### config.mk
export PLATFORM = sky130hd
export DESIGN_NAME = pwm_pair
export DESIGN_NICKNAME = d
export VERILOG_FILES = /design/src/rtl/pwm_pair_pkg.sv /design/src/rtl/pwm_tick_div.sv /design/src/rtl/pwm_chan.sv /design/src/rtl/pwm_pair_regs.sv /design/src/rtl/pwm_pair.sv
export SDC_FILE = /design/constraint.sdc
export NUM_CORES = 1
export LEC_CHECK = 0
export CAP_MARGIN = 5
export CORE_UTILIZATION = 50
export CTS_CLUSTER_SIZE = 25
export DETAILED_ROUTE_END_ITERATION = 12
export MAX_ROUTING_LAYER = met4
export PLACE_DENSITY_LB_ADDON = 0.1
export REMOVE_ABC_BUFFERS = 1
export SLEW_MARGIN = 20
export SYNTH_ARGS = -nofsm -noshare
export SYNTH_HDL_FRONTEND = slang
export SYNTH_HIERARCHICAL = 1
export SYNTH_SLANG_ARGS = --single-unit
### constraint.sdc
create_clock -name clk -period 2.5 [get_ports clk]
set_input_delay 0.5 -clock clk [delete_from_list [all_inputs] [get_ports clk]]
set_output_delay 0.5 -clock clk [all_outputs]
set_load 0.03 [all_outputs]
### src/rtl/pwm_pair_pkg.sv
package pwm_pair_pkg;
  localparam int PS_W     = 6;
  localparam int CNT_W    = 10;
  localparam int DATA_W   = 32;
  localparam int STOP_BIT = PS_W;
  localparam int FULL_BIT = CNT_W;

  typedef enum logic [1:0] {
    SLOT_CTRL   = 2'd0,
    SLOT_DUTY   = 2'd1,
    SLOT_TOP    = 2'd2,
    SLOT_NONE   = 2'd3
  } slot_e;

  typedef struct packed {
    logic             stop_now;
    logic [PS_W-1:0]  div;
    logic             full;
    logic [CNT_W-1:0] duty;
    logic [CNT_W-1:0] top;
  } chan_cfg_t;
endpackage

### src/rtl/pwm_tick_div.sv
module pwm_tick_div
  import pwm_pair_pkg::*;
(
  input  logic            clk,
  input  logic            rst,
  input  logic            run,
  input  logic [PS_W-1:0] limit,
  output logic            tick
);
  logic [PS_W-1:0] cnt;

  assign tick = run && (cnt == limit);

  always_ff @(posedge clk) begin
    if (rst || !run) begin
      cnt <= '0;
    end else if (tick) begin
      cnt <= '0;
    end else begin
      cnt <= cnt + 1'b1;
    end
  end
endmodule

### src/rtl/pwm_chan.sv
module pwm_chan
  import pwm_pair_pkg::*;
(
  input  logic      clk,
  input  logic      rst,
  input  logic      enable,
  input  logic      stop_now,
  input  chan_cfg_t shadow,
  output logic      wave
);
  logic             running;
  logic [CNT_W-1:0] pos;
  logic [CNT_W-1:0] duty_a;
  logic [CNT_W-1:0] top_a;
  logic [PS_W-1:0]  div_a;
  logic             full_a;
  logic             tick;
  logic             at_end;
  logic             kill;
  logic             level;
  logic             load;

  pwm_tick_div u_div (
    .clk   (clk),
    .rst   (rst),
    .run   (running),
    .limit (div_a),
    .tick  (tick)
  );

  assign at_end = tick && (pos == top_a);
  assign kill   = running && !enable && stop_now;
  assign level  = full_a || (pos < duty_a);
  assign load   = enable && (!running || (!kill && at_end));

  always_ff @(posedge clk) begin
    if (rst) begin
      running <= 1'b0;
      pos     <= '0;
      duty_a  <= '0;
      top_a   <= '0;
      div_a   <= '0;
      full_a  <= 1'b0;
      wave    <= 1'b0;
    end else begin
      if (load) begin
        duty_a <= shadow.duty;
        top_a  <= shadow.top;
        div_a  <= shadow.div;
        full_a <= shadow.full;
      end
      if (!running) begin
        running <= enable;
        pos     <= '0;
      end else if (kill) begin
        running <= 1'b0;
        pos     <= '0;
      end else if (at_end) begin
        running <= enable;
        pos     <= '0;
      end else if (tick) begin
        pos <= pos + 1'b1;
      end
      wave <= running && !kill && level;
    end
  end
endmodule

### src/rtl/pwm_pair_regs.sv
module pwm_pair_regs
  import pwm_pair_pkg::*;
#(
  parameter int NUM_CH = 2,
  parameter int ADDR_W = 5
)(
  input  logic                    clk,
  input  logic                    rst,
  input  logic                    wr_en,
  input  logic                    rd_en,
  input  logic [ADDR_W-1:0]       addr,
  input  logic [DATA_W-1:0]       wdata,
  output logic [DATA_W-1:0]       rdata,
  output chan_cfg_t [NUM_CH-1:0]  cfg
);
  localparam int SEL_W = ADDR_W - 4;

  logic              aligned;
  slot_e             slot;
  logic [SEL_W-1:0]  sel;
  logic [DATA_W-1:0] rd_word;
  logic              unused_wbits;

  assign aligned      = (addr[1:0] == 2'b00);
  assign slot         = slot_e'(addr[3:2]);
  assign sel          = addr[ADDR_W-1:4];
  assign unused_wbits = ^wdata[DATA_W-1:FULL_BIT+1];

  for (genvar c = 0; c < NUM_CH; c++) begin : g_ch
    chan_cfg_t r;
    logic      hit;
    assign hit    = wr_en && aligned && (sel == SEL_W'(c));
    assign cfg[c] = r;

    always_ff @(posedge clk) begin
      if (rst) begin
        r <= '0;
      end else if (hit) begin
        case (slot)
          SLOT_CTRL: begin
            r.div      <= wdata[PS_W-1:0];
            r.stop_now <= wdata[STOP_BIT];
          end
          SLOT_DUTY: begin
            r.duty <= wdata[CNT_W-1:0];
            r.full <= wdata[FULL_BIT];
          end
          SLOT_TOP:  r.top <= wdata[CNT_W-1:0];
          default:   ;
        endcase
      end
    end
  end

  always_comb begin
    rd_word = '0;
    for (int c = 0; c < NUM_CH; c++) begin
      if (aligned && (sel == SEL_W'(c))) begin
        case (slot)
          SLOT_CTRL: begin
            rd_word[PS_W-1:0] = cfg[c].div;
            rd_word[STOP_BIT] = cfg[c].stop_now;
          end
          SLOT_DUTY: begin
            rd_word[CNT_W-1:0] = cfg[c].duty;
            rd_word[FULL_BIT]  = cfg[c].full;
          end
          SLOT_TOP:  rd_word[CNT_W-1:0] = cfg[c].top;
          default:   ;
        endcase
      end
    end
  end

  always_ff @(posedge clk) begin
    if (rst) begin
      rdata <= '0;
    end else if (rd_en) begin
      rdata <= rd_word;
    end else begin
      rdata <= '0;
    end
  end
endmodule

### src/rtl/pwm_pair.sv
module pwm_pair
  import pwm_pair_pkg::*;
#(
  parameter int NUM_CH = 2,
  parameter int ADDR_W = 5
)(
  input  logic              clk,
  input  logic              rst,
  input  logic              bus_wr_en,
  input  logic              bus_rd_en,
  input  logic [ADDR_W-1:0] bus_addr,
  input  logic [DATA_W-1:0] bus_wdata,
  output logic [DATA_W-1:0] bus_rdata,
  input  logic [NUM_CH-1:0] ch_enable,
  output logic [NUM_CH-1:0] pwm_out
);
  chan_cfg_t [NUM_CH-1:0] cfg;
  logic [NUM_CH-1:0]      stop_mode;

  pwm_pair_regs #(
    .NUM_CH (NUM_CH),
    .ADDR_W (ADDR_W)
  ) u_regs (
    .clk   (clk),
    .rst   (rst),
    .wr_en (bus_wr_en),
    .rd_en (bus_rd_en),
    .addr  (bus_addr),
    .wdata (bus_wdata),
    .rdata (bus_rdata),
    .cfg   (cfg)
  );

  for (genvar c = 0; c < NUM_CH; c++) begin : g_chan
    assign stop_mode[c] = cfg[c].stop_now;

    pwm_chan u_chan (
      .clk      (clk),
      .rst      (rst),
      .enable   (ch_enable[c]),
      .stop_now (stop_mode[c]),
      .shadow   (cfg[c]),
      .wave     (pwm_out[c])
    );
  end
endmodule

-- After elaboration in Yosys (flattened, before gate mapping)
Index checks and enable logic that the tools add are counted.
- bits in registers: 178
- output and inout bits: 34
- word-level logic and storage cells: 104
- add/subtract/negate cells: 4
- $lt $le $gt $ge: 2
- equality and inequality tests: 6
- mux-type cells: 14
- bitwise gates (word level): 4
- reduce and logical (&&, ||, !) cells: 46
- operators with widths (kind ; number):
    7-bit one-hot mux with 3 select lines ; 2
    11-bit 2-to-1 mux ; 2
    1-bit logical AND ; 21
    10-bit by 1-bit adder with 10-bit output (second input constant) ; 2
    10-bit equality test ; 2
    10-bit < comparator ; 2
    6-bit by 1-bit adder with 6-bit output (second input constant) ; 2
    6-bit equality test ; 2
    3-bit one-hot mux with 2 select lines ; 2
    2-bit AND reduction ; 6
    1-bit 2-to-1 mux ; 8
    4-bit OR reduction ; 2
    1-bit zero test ; 6
    1-bit logical OR ; 6
    2-bit OR reduction ; 3
    2-bit zero test ; 2
    1-bit NOT ; 4
    2-bit by 1-bit equality test with 1-bit output (second input constant) ; 1
    2-bit equality test (second input constant) ; 1

-- Depth between registers and ports, before layout
Gate-level depths: netlist (run 1).
- depth in word-level cells: 7
- gate-level depth with buffers: 11
- mapped depth without buffers: 8

-- Cells and area by module
The synthesis (run 1) kept the hierarchy.
- modules (own cells, without submodules) (module ; instances ; cells an instance ; area an instance (um^2) ; sequential area each (um^2)):
    pwm_chan ; 2 ; 216 ; 2020.7 ; 780.7
    pwm_pair_regs ; 1 ; 285 ; 3040.4 ; 1341.3
    pwm_tick_div ; 2 ; 35 ; 347.8 ; 120.1

-- Worst setup path after synthesis (run 1)
No wires, ideal clock.
- path type: register to register
- start point: register g_chan[0].u_chan.u_div.cnt[2]
- end point: register g_chan[0].u_chan.div_a[4]
- setup time: 120 ps
- arrival: 2001 ps
- data required time: 2380 ps
- path slack: 379 ps
- stages on the path, launching flop included: 11
- period minus slack after synthesis: 2121 ps
- path through: dfxtp_1 xor2_1 nor3_2 and2_1 clkbuf_1 and3_1 nand3_1 a2bb2oi_1 buf_6 buf_6 mux2i_1
- word-level cells in the longest chain between the ends: 6
- ends and longest elaborated chain (item ; RTL line ; text):
    from (decl) ; pwm_tick_div.sv:10 ; logic [PS_W-1:0] cnt;
    from (signal assigned) ; pwm_tick_div.sv:20 ; cnt <= cnt + 1'b1;
    6-bit equality test ; pwm_tick_div.sv:12 ; assign tick = run && (cnt == limit);
    1-bit logical AND ; pwm_tick_div.sv:12 ;
    via g_chan[0].u_chan.tick ; pwm_chan.sv:17 ; logic tick;
    1-bit logical AND ; pwm_chan.sv:31 ; assign at_end = tick && (pos == top_a);
    1-bit logical AND ; pwm_chan.sv:34 ; assign load = enable && (!running || (!kill && at_end));
    1-bit logical OR ; pwm_chan.sv:34 ;
    1-bit logical AND ; pwm_chan.sv:34 ;
    to (signal assigned) ; pwm_chan.sv:49 ; div_a <= shadow.div;
    to (decl) ; pwm_chan.sv:15 ; logic [PS_W-1:0] div_a;
The timed path passes the listed nets, and every way through them passes these cells.
A chain may end at the register's enable or synchronous reset.

-- Final worst setup path (run 1)
- start point: register g_chan[0].u_chan.u_div.cnt[2]
- end point: register g_chan[0].u_chan.pos[9]
- word-level cells in the longest chain between the ends: 4
- ends and longest elaborated chain (item ; RTL line ; text):
    6-bit equality test (*) ; pwm_tick_div.sv:12 ;
    1-bit logical AND (*) ; pwm_tick_div.sv:12 ;
    via g_chan[0].u_chan.tick ; pwm_chan.sv:17 ;
    1-bit logical AND ; pwm_chan.sv:31 ;
    4-bit OR reduction (no line) ; n/a ;
    to (signal assigned) ; pwm_chan.sv:62 ; pos <= pos + 1'b1;
    to (decl) ; pwm_chan.sv:12 ; logic [CNT_W-1:0] pos;
The timed path passes the listed nets; every way through them passes the cells marked *.

==> impl_metrics.py, run 1 <==
metrics = {
    "floorplanning": {
        "row_count": 45,
        "die_height_um": 127,
        "start_util": 0.512,
        "core_region_area_mm2": 0.0152,
        "die_area_mm2": 0.0161,
        "io_pins": 77,
        "die_x_um": 127,
    },
    "synth": {
        "yosys_warnings": 6,
        "synth_area_mm2": 0.00778,
        "netlist_instances": 787,
        "synth_edf_count": 0,
        "ys_types": 46,
        "synth_seq_cells": 157,
        "synth_top_cells_by_area": "dfxtp_1 (40%), mux2i_1 (15%), nand2b_1 (14%)",
        "synth_most_common_cell": "nand2b_1",
        "async_reset_ff_frac": 0,
        "synth_commonest_cells": "nand2b_1 (179), dfxtp_1 (157), mux2i_1 (113)",
        "synth_top_flop_cell": "dfxtp_1",
        "avgSynthCellArea_um2": 9.88,
        "ys_seq_area_frac": 0.404,
        "yosysTopAreaCellShare": 0.404,
        "synth_top_cell_by_area": "dfxtp_1",
    },
    "worst_setup_path": {
        "startpoint_type": "flip-flop",
        "end_kind": "flip-flop",
        "path_cells": "xor2_1 > nor3_2 > and2_2 > nand4_1 > nor3_2 > nand3_1 > xor2_1 > nor2_1",
        "crit_fanout": 7,
        "critPathKind": "reg -> reg",
        "cp_data_required_time_ns": 2.82,
        "worstRegToRegCells": 8,
        "cp_slowest_cell": "dfxtp_1",
        "cp_slowest_stage_delay_ns": 0.45,
        "arrival_ns": 2.60,
    },
    "timing": {
        "finalCriticalPeriod_ns": 2.28,
        "finalHoldViolations": 0,
        "fmax_mhz": 439,
        "hold-worst-slack_ns": 0.479,
        "fin_ws_ns": 0.220,
        "fin_crit_sh": 0.912,
        "setup_viol": 0,
        "maxSlewHeadroom": 0.488,
        "report.final.slew_viol_count": 0,
        "worstMarginPinSlew_ns": 0.767,
        "clock_skew_ns": 0.00796,
    },
    "hold_path": {
        "min_path_cells": 2,
        "hp-class": "reg -> reg",
    },
    "clock_network": {
        "cts_max_path_buffers": 2,
        "cts_tree": "built",
        "cts-root-buf": "clkbuf_16",
        "numCtsBuffers": 17,
        "clkLatencyLatePin_ns": 0.43,
        "cts_max_level": 4,
        "path_clk_slew_ns": 0.06,
        "cts_setup_buffers": 0,
        "cts_num_sinks": 157,
    },
    "detailed_routing": {
        "via_count": 5466,
        "route.detailed.drc": 0,
        "drtPass1Iterations": 6,
        "wl_per_cell_um": 16.1,
        "via_per_inst": 5.36,
        "drtIter0Drc": 286,
        "ant_nets": 0,
        "drt_wl_total_um": 16400,
    },
    "finish": {
        "syn_to_final_growth_pct": 14.1,
        "final_cell_area_mm2": 0.00887,
        "drive_above_1_share": 0.0913,
        "n_antenna_cell": 0,
        "fin_nets": 888,
        "postLayoutCoreUtil": 0.584,
        "fillers": 1323,
    },
    "place": {
        "place_congestion": 0.854,
        "dp_hpwl_um": 11400,
        "portBuffers": 34,
        "pre_cts_ws_ns": -0.0356,
        "place_area_mm2": 0.00823,
    },
    "power_and_ir_drop": {
        "power.leakage_uw": 0.00363,
        "ir_drop_uv": 509,
        "pwr_density_cell_mw_per_mm2": 625,
    },
    "grt": {
        "grt_use_total": 0.225,
        "grt_antenna_before_repair": 0,
        "grt_pass1_vias": 5635,
        "grt.overflow.total": 0,
        "grt_max_degree": 81,
        "grt_pass1_wl_um": 27600,
    },
    "run": {
        "maxCapViolations": 0,
    },
    "status": {
        "status": "finished, final reports clean",
    },
}
## logic make-up after synthesis
group,after synthesis,synth area share
and+or+nand+nor,273,0.212
other,1,0.000482
DFF,157,0.404
buffers and inverters,87,0.0621
AOI/OAI and AO/OA,74,0.0708
adders and majority gates,26,0.0418
muxes,113,0.145
xor gates and xnor gates,56,0.0631
## flip-flops by register name, summed over array words and instances, names as in the netlist
name                     cells
u_regs/cfg                  56
g_chan.u_chan/wave           2
g_chan.u_chan/duty_a        20
g_chan.u_chan/full_a         2
g_chan.u_chan/running        2
g_chan.u_chan/top_a         20
u_regs/rdata                11
g_chan.u_chan/pos           20
g_chan.u_chan/div_a         12
g_chan.u_chan/u_div/cnt     12
## repair_timing
action	CTS	global route
cloned	2	0
resized for setup	2	4
setup endpoints to repair	29	37
hold buffers	0	0
## path summary, 6_finish.rpt
check / from / end / slack [ns]
max: g_chan[0].u_chan/u_div/cnt[2] / g_chan[0].u_chan/pos[9] / 0.22
min: g_chan[1].u_chan/duty_a[8] / g_chan[1].u_chan/duty_a[8] / 0.48
max reg2reg: g_chan[0].u_chan/u_div/cnt[2] / g_chan[0].u_chan/pos[9] / 0.22
min reg2reg: g_chan[1].u_chan/duty_a[8] / g_chan[1].u_chan/duty_a[8] / 0.48
## cells in the final DEF, fill, tap and decap left out, types with 5 or more instances in the layout
cell type,synthesis,routed
nand2b_1,179,179
nand3_1,10,10
xnor2_1,30,30
xor2_1,26,26
mux2i_1,113,113
clkinv_2,0,6
o22ai_1,7,7
nand2_1,18,18
clkdlybuf4s50_1,0,33
clkbuf_16,0,17
ha_1,26,26
conb_1,1,21
a222oi_1,14,14
nand4_1,10,10
dfxtp_1,157,157
o21ai_0,6,5
a211oi_1,13,13
a21oi_1,14,14
nor2_1,27,27
buf_4,22,20
inv_1,24,24
## final cells by class
cell class,instances,area (µm²),area share
clock buffer,20,457,0.0515
clock inverter,12,120,0.0135
inverter,24,90.1,0.0102
multi-input combinational,565,4330,0.488
sequential,157,3140,0.354
tap,188,235,0.0265
timing repair buffer,54,500,0.0564
## per-layer routing
metal / share of wire / global-route usage / up-vias / wire length, µm
li1: - / - / 2723 / -
met1: 0.49 / 0.289 / 2605 / 8010
met2: 0.46 / 0.352 / 121 / 7500
met3: 0.039 / 0.0439 / 17 / 633
met4: 0.013 / 0.0833 / 0 / 220
met5: 0 / - / - / 0
## power breakdown
| part | switching, µW | internal [µW] | total, µW |
|---|---|---|---|
| combinational | 269 | 207 | 477 |
| clock | 1030 | 1510 | 2540 |
| sequential | 15.6 | 2520 | 2540 |
## per-stage QoR
stage | setup TNS, ns | cells | total power [µW]
floorplan | -57.58 | 744 | 2890
global placement | 0 | 986 | 3040
detailed placement | -0.0760 | 986 | 3040
CTS | 0 | 1020 | 5600
global route | -0.0200 | 1020 | 5740
finish | 0 | 1020 | 5550
## worst max-delay path, delay by kind of cell, from the launching register on
kind          cells  cell delay [ns]
simple gates      6             1.44
flops             1             0.45
xor+xnor          2             0.28
Note: power is estimated with default switching activity, not from simulation.
==> run 2, diff against run 1 <==
Settings changed: HOLD_SLACK_MARGIN set to 0.1, TNS_END_PERCENT set to 20.
==> run 2 against run 1 <==
  * Sequential share of layout area barely moved
  * Worst hold slack lost 0.00061 ns
  * Combinational power is essentially flat
  * Clock power hardly changed
  * Maximum frequency down 0.94%
  * Final area about the same
  * Power is essentially flat
  * Register-to-register slack worse by 0.02 ns
  * Critical path type unchanged
  * Largest cell class unchanged
==> impl_metrics.py, run 2 (synthesis results as in run 1) <==
metrics = {
    "status": {
        "status": "finished, final reports clean",
    },
    "clock_network": {
        "numCtsBuffers": 17,
        "cts_setup_buffers": 0,
        "cts_tree": "built",
        "path_clk_slew_ns": 0.06,
        "cts_max_level": 4,
        "clkLatencyLatePin_ns": 0.43,
        "cts_max_path_buffers": 2,
        "cts_num_sinks": 157,
        "cts-root-buf": "clkbuf_16",
    },
    "worst_setup_path": {
        "crit_fanout": 7,
        "r2r-start": "g_chan[1].u_chan/u_div/cnt[4]",
        "path_cells": "xnor2_1 > and4_4 > and2_1 > buf_4 > nand4_1 > nor3_1 > nand3_1 > xor2_1 > nor2_1",
        "arrival_ns": 2.58,
        "cp_data_required_time_ns": 2.78,
        "startpoint_type": "flip-flop",
        "end_kind": "flip-flop",
        "cp_slowest_cell": "nor3_1",
        "ff2ff_setup_slack_ns": 0.20,
        "critPathKind": "reg -> reg",
        "cp_slowest_stage_delay_ns": 0.43,
        "worstSetupStartpoint": "g_chan[1].u_chan/u_div/cnt[4]",
    },
    "floorplanning": {
        "die_x_um": 127,
        "io_pins": 77,
        "die_area_mm2": 0.0161,
        "row_count": 45,
        "start_util": 0.512,
        "die_height_um": 127,
        "core_region_area_mm2": 0.0152,
    },
    "timing": {
        "setup_viol": 0,
        "maxSlewHeadroom": 0.490,
        "hold-worst-slack_ns": 0.478,
        "fmax_mhz": 434,
        "fin_crit_sh": 0.921,
        "clock_skew_ns": 0.00784,
        "finalHoldViolations": 0,
        "report.final.slew_viol_count": 0,
        "worstMarginPinSlew_ns": 0.765,
        "finalCriticalPeriod_ns": 2.30,
    },
    "detailed_routing": {
        "drtPass1Iterations": 5,
        "drt_wl_total_um": 16200,
        "drtIter0Drc": 256,
        "via_count": 5442,
        "wl_per_cell_um": 15.9,
        "via_per_inst": 5.34,
        "ant_nets": 0,
        "route.detailed.drc": 0,
    },
    "grt": {
        "grt_use_total": 0.223,
        "grt_antenna_before_repair": 0,
        "grt_max_degree": 81,
        "grt-busiest-layer": "met2",
        "grt_pass1_vias": 5620,
        "grt_pass1_wl_um": 27400,
        "met3_usage": 0.0439,
        "grt.met2_usage": 0.348,
        "use_met1": 0.285,
        "grt.overflow.total": 0,
    },
    "finish": {
        "largest_reg_flops": 56,
        "layout_common_cells": "nand2b_1 (179), dfxtp_1 (156), mux2i_1 (113), clkdlybuf4s50_1 (33), xnor2_1 (30)",
        "syn_to_final_growth_pct": 14.0,
        "regArea_mm2": 0.00314,
        "postLayoutCoreUtil": 0.583,
        "fillers": 1324,
        "final_common_cell": "nand2b_1",
        "n_antenna_cell": 0,
        "fin_nets": 888,
        "drive_above_1_share": 0.0913,
        "multiInputGateArea_mm2": 0.00429,
    },
    "power_and_ir_drop": {
        "ir_drop_uv": 508,
        "pwr_density_cell_mw_per_mm2": 625,
        "cell_internal_pwr_uw": 4240,
        "pwr-share-comb": 0.086,
        "power.leakage_uw": 0.00363,
        "pwr-share-seq": 0.457,
        "clkPwrFrac": 0.457,
        "power.switching_uw": 1300,
        "switching_share": 0.235,
    },
    "hold_path": {
        "hp-class": "reg -> reg",
        "hold_path_startpoint": "g_chan[1].u_chan/duty_a[1]",
    },
    "place": {
        "dp_hpwl_um": 11400,
        "place_congestion": 0.854,
        "portBuffers": 34,
    },
    "run": {
        "maxCapViolations": 0,
    },
}
## run 2: final timing paths
kind	endpoint	cells past startpoint
worst min-delay path	g_chan[1].u_chan/duty_a[1]	2
worst max-delay path	g_chan[1].u_chan/pos[9]	9
worst max register to register	g_chan[1].u_chan/pos[9]	9
worst min register to register	g_chan[1].u_chan/duty_a[1]	2
## run 2: layout make-up
| type | instances | area share |
|---|---|---|
| Multi-Input combinational cell | 564 | 0.484 |
| Sequential cell | 157 | 0.355 |
| Timing Repair Buffer | 55 | 0.0595 |
| Clock buffer | 20 | 0.0515 |
| Tap cell | 188 | 0.0265 |
| Clock inverter | 12 | 0.0135 |
| Inverter | 24 | 0.0102 |
## run 2: power groups by stage
stage	combinational (µW)	sequential [µW]	clock, µW
global route	512	2540	2690
finish	476	2540	2530
detailed placement	454	2590	0
CTS	467	2540	2590
floorplan	299	2590	0
global placement	447	2590	0
## run 2: worst max-delay path: cells and delay by family (launching register included)
kind | cells | cell delay, ns
AND/OR/NAND/NOR | 6 | 1.29
flip-flops | 1 | 0.40
XOR/XNOR | 2 | 0.29
buffers and inverters | 1 | 0.18
## run 2: metal layers
layer / share of wire / wire length [µm]
met1: 0.48 / 7840
met5: 0 / 0
met3: 0.041 / 663
met2: 0.46 / 7450
met4: 0.014 / 220
## run 2: repair_timing
item                       4_1_cts  5_1_grt
pin swaps                        0        0
setup endpoints to repair       29       23
resized for setup                3        2
cloned                           1        0
hold buffers                     0        0
hold endpoints to repair         0        0
## run 2: stage by stage
| step | setup WS, ns | cell area [µm²] | setup TNS (ns) | total power, µW | instances |
|---|---|---|---|---|---|
| floorplan | -1.07 | 7460 | -57.58 | 2890 | 744 |
| global placement | 0.0604 | 8230 | 0 | 3040 | 986 |
| detailed placement | -0.0356 | 8230 | -0.0760 | 3040 | 986 |
| CTS | 0.0553 | 8830 | 0 | 5590 | 1019 |
| global route | -0.0200 | 8870 | -0.0200 | 5740 | 1020 |
| finish | 0.198 | 8870 | 0 | 5540 | 1020 |
==> run 3, diff against run 2 <==
Settings changed: CORE_MARGIN set to 1.5.
==> run 3 against run 2 <==
  * Sequential power about the same
  * Die area up 1.6%
  * Final area up 0.78%
  * Largest cell class unchanged
  * Utilization up 0.45 points
  * Worst setup slack worse by 0.018 ns
  * Maximum frequency down 0.78%
  * Register-to-register slack worse by 0.02 ns
  * Combinational power about the same
  * Critical path depth down 1
  * Count of clock-buffer cells in the layout down 1
==> impl_metrics.py, run 3 (synthesis results as in run 1) <==
metrics = {
    "floorplanning": {
        "core_region_area_mm2": 0.0152,
        "row_count": 45,
        "die_area_mm2": 0.0163,
        "io_pins": 77,
        "die_height_um": 128,
        "start_util": 0.512,
        "die_x_um": 128,
    },
    "detailed_routing": {
        "wl_per_cell_um": 16.1,
        "via_per_inst": 5.35,
        "drt_wl_total_um": 16400,
        "drtPass1Iterations": 5,
        "via_count": 5459,
        "route.detailed.drc": 0,
        "drtIter0Drc": 362,
        "ant_nets": 0,
    },
    "grt": {
        "grt_pass1_wl_um": 27000,
        "grt_antenna_before_repair": 0,
        "grt_max_degree": 81,
        "grt_use_total": 0.215,
        "grt.overflow.total": 0,
        "grt_pass1_vias": 5525,
    },
    "power_and_ir_drop": {
        "ir_drop_uv": 597,
        "switching_share": 0.230,
        "pwr_density_cell_mw_per_mm2": 649,
        "cell_internal_pwr_uw": 4470,
        "pwr-share-seq": 0.437,
        "clkPwrFrac": 0.480,
        "pwr-share-comb": 0.083,
        "power.leakage_uw": 0.00367,
        "power.switching_uw": 1330,
    },
    "worst_setup_path": {
        "cp_data_required_time_ns": 2.84,
        "r2r-end": "g_chan[0].u_chan/top_a[1]",
        "end_kind": "flip-flop",
        "ff2ff_setup_slack_ns": 0.18,
        "cp_slowest_cell": "dfxtp_1",
        "startpoint_type": "flip-flop",
        "path_cells": "xor2_1 > nor3_4 > and2_1 > and3_1 > nand3_1 > a2bb2oi_4 > buf_16 > mux2i_1",
        "critPathKind": "reg -> reg",
        "arrival_ns": 2.66,
        "r2r-start": "g_chan[0].u_chan/u_div/cnt[2]",
        "worstRegToRegCells": 8,
        "worstSetupStartpoint": "g_chan[0].u_chan/u_div/cnt[2]",
        "crit_fanout": 19,
        "cp_slowest_stage_delay_ns": 0.43,
    },
    "status": {
        "status": "finished, final reports clean",
    },
    "finish": {
        "n_antenna_cell": 0,
        "fin_nets": 888,
        "instances_no_fill": 1020,
        "layout_common_cells": "nand2b_1 (179), dfxtp_1 (157), mux2i_1 (113), clkdlybuf4s50_1 (33), xnor2_1 (30)",
        "drive_above_1_share": 0.0901,
        "syn_to_final_growth_pct": 14.9,
        "largest_reg_flops": 56,
        "final_common_cell": "nand2b_1",
    },
    "timing": {
        "maxSlewHeadroom": 0.485,
        "clock_skew_ns": 0.00862,
        "rsz0062_at_grt": "false",
        "finalHoldViolations": 0,
        "worstMarginPinSlew_ns": 0.772,
        "fin_crit_sh": 0.928,
        "fin_tns_setup_ns": 0,
        "report.final.slew_viol_count": 0,
        "fmax_mhz": 431,
        "setup_viol": 0,
        "finalCriticalPeriod_ns": 2.32,
    },
    "clock_network": {
        "cts_max_path_buffers": 2,
        "cts-root-buf": "clkbuf_16",
        "cts_num_sinks": 157,
        "cts_max_level": 4,
        "numCtsBuffers": 17,
        "clkLatencyLatePin_ns": 0.42,
        "cts_tree": "built",
        "path_clk_slew_ns": 0.06,
        "cts_setup_buffers": 0,
    },
    "run": {
        "maxCapViolations": 0,
    },
    "place": {
        "place_congestion": 0.880,
        "dp_hpwl_um": 11700,
        "placed_cells_incl_taps": 986,
        "portBuffers": 34,
    },
    "hold_path": {
        "hold_path_startpoint": "g_chan[1].u_chan/duty_a[9]",
        "min_to": "g_chan[1].u_chan/duty_a[9]",
        "min_path_cells": 2,
        "hp-class": "reg -> reg",
    },
}
==> run 3: cell types whose count changed in the layout (fill, tap and decap cells not counted), moves of 2 or more <==
cell and change:
clkinv_4 +2, inv_6 +2, clkinv_2 -4, bufinv_16 +2
==> run 3: repair_timing <==
action	CTS	global route
resized for setup	1	2
endpoints found under the setup margin	1	2
hold buffers	0	0
endpoints found under the hold margin	0	0
==> run 3: worst max-delay path by stage <==
stage | depth (start not counted) | to | slack, ns
finish | 8 | g_chan[0].u_chan/top_a[1] | 0.18
global route | 8 | g_chan[0].u_chan/pos[9] | 0.03
CTS | 7 | g_chan[1].u_chan/duty_a[4] | 0.002
detailed placement | 6 | g_chan[1].u_chan/running | -0.11
global placement | 6 | g_chan[1].u_chan/running | -0.0006
floorplan | 7 | g_chan[0].u_chan/div_a[0] | -1.07
==> run 3: per-layer routing <==
layer	up-vias	global-route usage	share of wire
met5	-	-	0
met4	0	0.0635	0.012
met3	16	0.0488	0.042
met2	126	0.338	0.46
met1	2610	0.277	0.48
li1	2707	-	-
==> run 3: cell type report <==
cell class / count / area (µm²)
repair buffers: 56 / 556
multi-input cells: 563 / 4270
fillers: 1320 / 6260
clock inverters: 13 / 188
well taps: 188 / 235
flip-flops and latches: 157 / 3140
inverters: 24 / 90.1
clock buffers: 19 / 453
==> run 3: power groups by stage <==
stage / clock network [µW] / registers (µW) / logic, µW
after floorplan: 0 / 2590 / 299
after global placement: 0 / 2590 / 447
after detailed placement: 0 / 2590 / 455
after CTS: 2840 / 2540 / 457
after global routing: 2940 / 2540 / 513
final: 2780 / 2540 / 479
==> run 3: through the flow <==
step                      utilization  hold slack (ns)  cell area [µm²]  power [µW]  setup slack, ns
after global placement          0.541            0.466             8230        3040        -0.000605
after global routing            0.588            0.498             8940        5990           0.0307
after CTS                       0.584            0.482             8870        5830          0.00240
after floorplan                     -            0.451             7460        2890            -1.07
final                           0.588            0.481             8940        5800            0.180
after detailed placement        0.541            0.471             8230        3050           -0.114
==> run 3: worst max-delay path: cells and delay by family, from the launching register on <==
kind            cells  cell delay, ns
flops               1            0.43
compound gates      1            0.40
mux                 1            0.25
xor+xnor            1            0.28
buf+inv             1            0.24
simple gates        4            0.63
